===== config.mk =====
export PLATFORM = sky130hd
export DESIGN_NAME = pfc_req_ctrl
export DESIGN_NICKNAME = d
export VERILOG_FILES = /design/src/rtl/pfc_req_ctrl.sv
export SDC_FILE = /design/constraint.sdc
export NUM_CORES = 1
export LEC_CHECK = 0
export CAP_MARGIN = 25
export CORE_AREA = 2 2 250 252
export CTS_CLUSTER_SIZE = 10
export DETAILED_ROUTE_END_ITERATION = 8
export DIE_AREA = 0 0 252 254
export GPL_ROUTABILITY_DRIVEN = 0
export PLACE_DENSITY = 0.52
export SYNTH_ARGS = -nofsm -noshare
export SYNTH_HDL_FRONTEND = slang
export SYNTH_SLANG_ARGS = --single-unit
export TNS_END_PERCENT = 10

===== constraint.sdc =====
create_clock -name clk -period 4.2 [get_ports clk]
set_input_delay 0.63 -clock clk [delete_from_list [all_inputs] [get_ports clk]]
set_output_delay 0.63 -clock clk [all_outputs]
set_load 0.03 [all_outputs]

===== src/rtl/pfc_req_ctrl.sv =====
module pfc_req_ctrl #(
  parameter int NQ = 8,
  parameter int QW = 16
) (
  input  logic             clk,
  input  logic             rst_n,
  input  logic [NQ-1:0]    q_enable,
  input  logic             two_bit_mode,
  input  logic [NQ-1:0]    use_reg,
  input  logic [NQ-1:0]    reg_req_lo,
  input  logic [NQ-1:0]    reg_req_hi,
  input  logic [NQ-1:0]    pin_req_lo,
  input  logic [NQ-1:0]    pin_req_hi,
  input  logic             pfc_select,
  input  logic [NQ*QW-1:0] xoff_quanta,
  input  logic [NQ*QW-1:0] hold_quanta,
  input  logic [31:0]      dst_lo,
  input  logic [15:0]      dst_hi,
  input  logic [31:0]      src_lo,
  input  logic [15:0]      src_hi,
  input  logic             quanta_tick,
  output logic             frame_valid,
  output logic             frame_is_pfc,
  output logic [NQ-1:0]    frame_classes,
  output logic [NQ*QW-1:0] frame_quanta,
  output logic [47:0]      frame_dst,
  output logic [47:0]      frame_src,
  input  logic             frame_done
);

  logic [NQ-1:0] lo, hi, go_off, go_on;
  logic [NQ-1:0] paused, pend_off, pend_on, sent_off, sent_on;
  logic [NQ-1:0] pend_any, pick;
  logic [QW-1:0] hold_cnt [NQ];
  logic          pause_pick, done_now;

  assign lo = (use_reg & reg_req_lo) | (~use_reg & pin_req_lo);
  assign hi = (use_reg & reg_req_hi) | (~use_reg & pin_req_hi);

  assign go_off = q_enable & ~paused & (two_bit_mode ? (hi & ~lo) : lo);
  assign go_on  = q_enable &  paused & (two_bit_mode ? (lo & ~hi) : ~lo);

  assign pend_any   = pend_off | pend_on;
  assign pause_pick = !pfc_select && pend_any[0];
  assign pick       = pause_pick ? NQ'(1) : pend_any;
  assign done_now   = frame_valid && frame_done;

  assign frame_dst = {dst_hi, dst_lo};
  assign frame_src = {src_hi, src_lo};

  always_ff @(posedge clk) begin
    for (int q = 0; q < NQ; q++) begin
      if (!rst_n || !q_enable[q]) begin
        paused[q]   <= 1'b0;
        pend_off[q] <= 1'b0;
        pend_on[q]  <= 1'b0;
        hold_cnt[q] <= '0;
      end else if (go_off[q]) begin
        paused[q]   <= 1'b1;
        pend_off[q] <= 1'b1;
        pend_on[q]  <= 1'b0;
        hold_cnt[q] <= hold_quanta[q*QW +: QW];
      end else if (go_on[q]) begin
        paused[q]   <= 1'b0;
        pend_on[q]  <= 1'b1;
        pend_off[q] <= 1'b0;
      end else begin
        if (done_now && sent_off[q]) pend_off[q] <= 1'b0;
        if (done_now && sent_on[q])  pend_on[q]  <= 1'b0;
        if (paused[q] && !pend_off[q] && quanta_tick) begin
          if (hold_cnt[q] <= QW'(1)) begin
            pend_off[q] <= 1'b1;
            hold_cnt[q] <= hold_quanta[q*QW +: QW];
          end else begin
            hold_cnt[q] <= hold_cnt[q] - QW'(1);
          end
        end
      end
    end
  end

  always_ff @(posedge clk) begin
    if (!rst_n) begin
      frame_valid   <= 1'b0;
      frame_is_pfc  <= 1'b1;
      frame_classes <= '0;
      frame_quanta  <= '0;
      sent_off      <= '0;
      sent_on       <= '0;
    end else if (done_now) begin
      frame_valid <= 1'b0;
    end else if (!frame_valid && |pick) begin
      frame_valid   <= 1'b1;
      frame_is_pfc  <= !pause_pick;
      frame_classes <= pick;
      sent_off      <= pick & pend_off;
      sent_on       <= pick & pend_on;
      for (int q = 0; q < NQ; q++)
        frame_quanta[q*QW +: QW] <= (pick[q] && pend_off[q]) ? xoff_quanta[q*QW +: QW] : '0;
    end
  end

  assert_desc_stable_R10: assert property (@(posedge clk) disable iff (!rst_n)
    frame_valid && !frame_done |=> frame_valid && $stable(frame_classes) && $stable(frame_quanta) && $stable(frame_is_pfc));

  assert_done_drops_valid_R10: assert property (@(posedge clk) disable iff (!rst_n)
    frame_valid && frame_done |=> !frame_valid);

  assert_classes_nonempty_R8: assert property (@(posedge clk) disable iff (!rst_n)
    frame_valid |-> frame_classes != '0);

  assert_pause_alone_R9: assert property (@(posedge clk) disable iff (!rst_n)
    frame_valid && !frame_is_pfc |-> frame_classes == NQ'(1));

  assert_disabled_silent_R2: assert property (@(posedge clk) disable iff (!rst_n)
    $rose(frame_valid) |-> (frame_classes & ~$past(q_enable, 2)) == '0);

  for (genvar g = 0; g < NQ; g++) begin : g_chk
    assert_idle_quanta_zero_R6: assert property (@(posedge clk) disable iff (!rst_n)
      frame_valid && !frame_classes[g] |-> frame_quanta[g*QW +: QW] == '0);
  end

endmodule


==> flow_metrics.tcl <==
set metrics [dict create \
    row_count 91 \
    ys.flop_type "dfxtp_1" \
    synth_most_common_cell "nand2_1" \
    grt_max_degree 116 \
    ant_nets 0 \
    root_buffer "clkbuf_16" \
    ys_warn_count 0 \
    port_buffers 447 \
    cts.sinks 306 \
    slew_headroom 0.343 \
    peakVddDrop_mv 0.229 \
    cts_tree "yes" \
    drtIter0Drc 603 \
    syn_area_um2 15800 \
    stdcell_count 2887 \
    synth_common_cells "nand2_1 (310), nand3_1 (240), dfxtp_1 (178), edfxtp_1 (128), buf_4 (98)" \
    syn-num-nets 2173 \
    routed_wl_mm 55.2 \
    yosysTopAreaCell "edfxtp_1" \
    p_leak_nw 7.85 \
    ctsResizeCount 0 \
    netlist_instances 1751 \
    initial_core_util 0.258 \
    placedCellCount 2813 \
    antenna_found_initial 6 \
    drt_drc_violations_left 0 \
    status "completed" \
    num_vias 14100 \
    ios 640 \
    min_path_cells 2 \
    cts.path.max_buffers 3 \
    crit_type "input port to flip-flop" \
    fmax_ghz 0.353 \
    worstSetupStartpointType "input port" \
    async_flop_share 0 \
    drive_gt1_frac 0.0478 \
    synth_area_leaders "edfxtp_1 (24%), dfxtp_1 (23%), nand3_1 (7.6%), nand2_1 (7.4%), buf_4 (4.7%)" \
    fin_skew_ns 0.0247 \
    finalCritPeriodShare 0.674 \
    die_area_um2 64000 \
    ys_seq_area_frac 0.469 \
    syn_area_per_cell_um2 9.01 \
    die_y_um 254 \
    end_kind "flip-flop" \
    grt_pass1_wl_mm 83.8 \
    synth_edf_count 128 \
    ys_types 73 \
    clk_pin_slew_ns 0.06 \
    slew_viol_final 0 \
    cts_hold_buf 0 \
    drt-vias-per-instance 4.87 \
    worstMarginPinSlew_ns 0.986 \
    critPathArrivalTime_ns 3.23 \
    required_ns 4.60 \
    wl_per_cell_um 19.1 \
    reg2reg_depth 4 \
    yosysTopAreaCellShare 0.244 \
    core-area_um2 61300 \
    rsz0062_at_grt "false" \
    htreeDepth 2 \
    final_nets 2487 \
    drv_cap 0 \
    holdCritPathClass "input port to flip-flop" \
    clock_latency_ns 0.56 \
    fin_tns_setup_ns 0 \
    area_growth_pct 36.6 \
    timing.final.ws_setup_ns 1.37 \
    finalHoldViolCount 0 \
    finalSetupViolCount 0 \
    post-place-ws_ns 0.820 \
    numCtsBuffers 40 \
    post_cts_buffers 0 \
    synth_seq_cells 306 \
    grt_usage 0.168 \
    dr.pass1.iters 5 \
    powerDensity_nw_per_um2 383 \
    worstPathMaxFanout 16 \
    grt_pass1_vias 14300 \
    overflow 0 \
    period_minus_slack_ns 2.83 \
    die_x_um 252 \
    dpl.hpwl_mm 39.6 \
]
==> registers in the layout (all words and copies together), names as in the netlist <==
register	flops
sent_off	8
frame_quanta	128
hold_cnt	128
frame_is_pfc	1
paused	8
pend_off	8
pend_on	8
sent_on	8
frame_valid	1
frame_classes	8
==> through the flow <==
step | total power [W] | hold slack (ns) | util | instance area, µm²
floorplan | 0.00451 | 0.426 | - | 15800
detailed placement | 0.00505 | 0.444 | 0.332 | 20300
finish | 0.00826 | 0.443 | 0.352 | 21600
global route | 0.00867 | 0.418 | 0.352 | 21600
global placement | 0.00504 | 0.441 | 0.332 | 20300
CTS | 0.00840 | 0.395 | 0.352 | 21600
==> area by class of cell <==
| cell class | count | area [µm²] |
|---|---|---|
| Antenna cell | 3 | 7.51 |
| Clock buffer | 65 | 1190 |
| Clock inverter | 6 | 35.0 |
| Fill cell | 6260 | 39700 |
| Inverter | 28 | 105 |
| Multi-Input combinational cell | 1220 | 7160 |
| Sequential cell | 306 | 7410 |
| Tap cell | 790 | 988 |
| Timing Repair Buffer | 469 | 4670 |
==> placed cells by master, fill, tap and decap left out, drive strengths merged, types with 4 or more instances in the layout <==
| master | synthesis | layout |
|---|---|---|
| o22ai | 96 | 96 |
| o2bb2ai | 32 | 32 |
| xnor2 | 79 | 79 |
| nand4bb | 4 | 4 |
| nand2b | 6 | 6 |
| and3 | 9 | 9 |
| clkinv | 0 | 4 |
| a22oi | 4 | 4 |
| xor2 | 29 | 29 |
| clkdlybuf4s50 | 0 | 445 |
| nand3b | 8 | 8 |
| nand3 | 240 | 240 |
| nand4 | 6 | 6 |
| dfxtp | 178 | 178 |
| nor4 | 32 | 32 |
| a21boi | 31 | 31 |
| nand2 | 310 | 310 |
| nor3 | 47 | 47 |
| and3b | 6 | 6 |
| a211oi | 10 | 10 |
| edfxtp | 128 | 128 |
| nor3b | 7 | 7 |
| nand4b | 6 | 6 |
| or3 | 10 | 10 |
| a22o | 16 | 16 |
| inv | 28 | 30 |
| o21ai | 9 | 9 |
| nor2 | 77 | 77 |
| buf | 119 | 24 |
| a31oi | 6 | 6 |
| or4 | 14 | 14 |
| ha | 16 | 16 |
| a21oi | 30 | 30 |
| o211ai | 9 | 9 |
| nor2b | 14 | 14 |
| clkbuf | 78 | 65 |
| mux2 | 5 | 5 |
| and2 | 10 | 10 |
==> per-layer routing <==
metal	up-vias	routed length (µm)	global-route usage	part of all wire
met5	-	57	0	0.0010
met1	6669	23200	0.202	0.42
met4	8	1700	0.0577	0.031
li1	6844	-	-	-
met2	452	25200	0.272	0.46
met3	93	4990	0.0662	0.091
==> path summary, 6_finish.rpt <==
kind                                       start          endpoint  slack [ns]
worst min register to register  frame_quanta[21]  frame_quanta[21]        0.45
worst max-delay path                  use_reg[0]    hold_cnt[0][1]        1.37
worst min-delay path                       rst_n  frame_classes[1]        0.44
worst max register to register        pend_on[6]  frame_quanta[49]        1.38
==> logic make-up after synthesis <==
kind of cell | after synthesis | synth area share
compound gates | 269 | 0.124
xor+xnor | 108 | 0.0599
fa+ha+maj | 16 | 0.0127
buf+inv | 225 | 0.0789
flops | 306 | 0.469
mux | 7 | 0.00587
simple gates | 820 | 0.249
==> critical path: stages <==
cell             delay [ns]
clkdlybuf4s50_1        0.51
mux2_4                 0.33
and4b_4                0.21
or4_4                  0.56
or3b_1                 0.70
o2bb2ai_1              0.27
==> power by group <==
part / switching (W) / total (W) / internal [W]
sequential: 0.000132 / 0.00339 / 0.00326
combinational: 0.000904 / 0.00159 / 0.000690
clock: 0.00135 / 0.00327 / 0.00193
total: 0.00238 / 0.00826 / 0.00587
(Power assumes the default switching activity.)
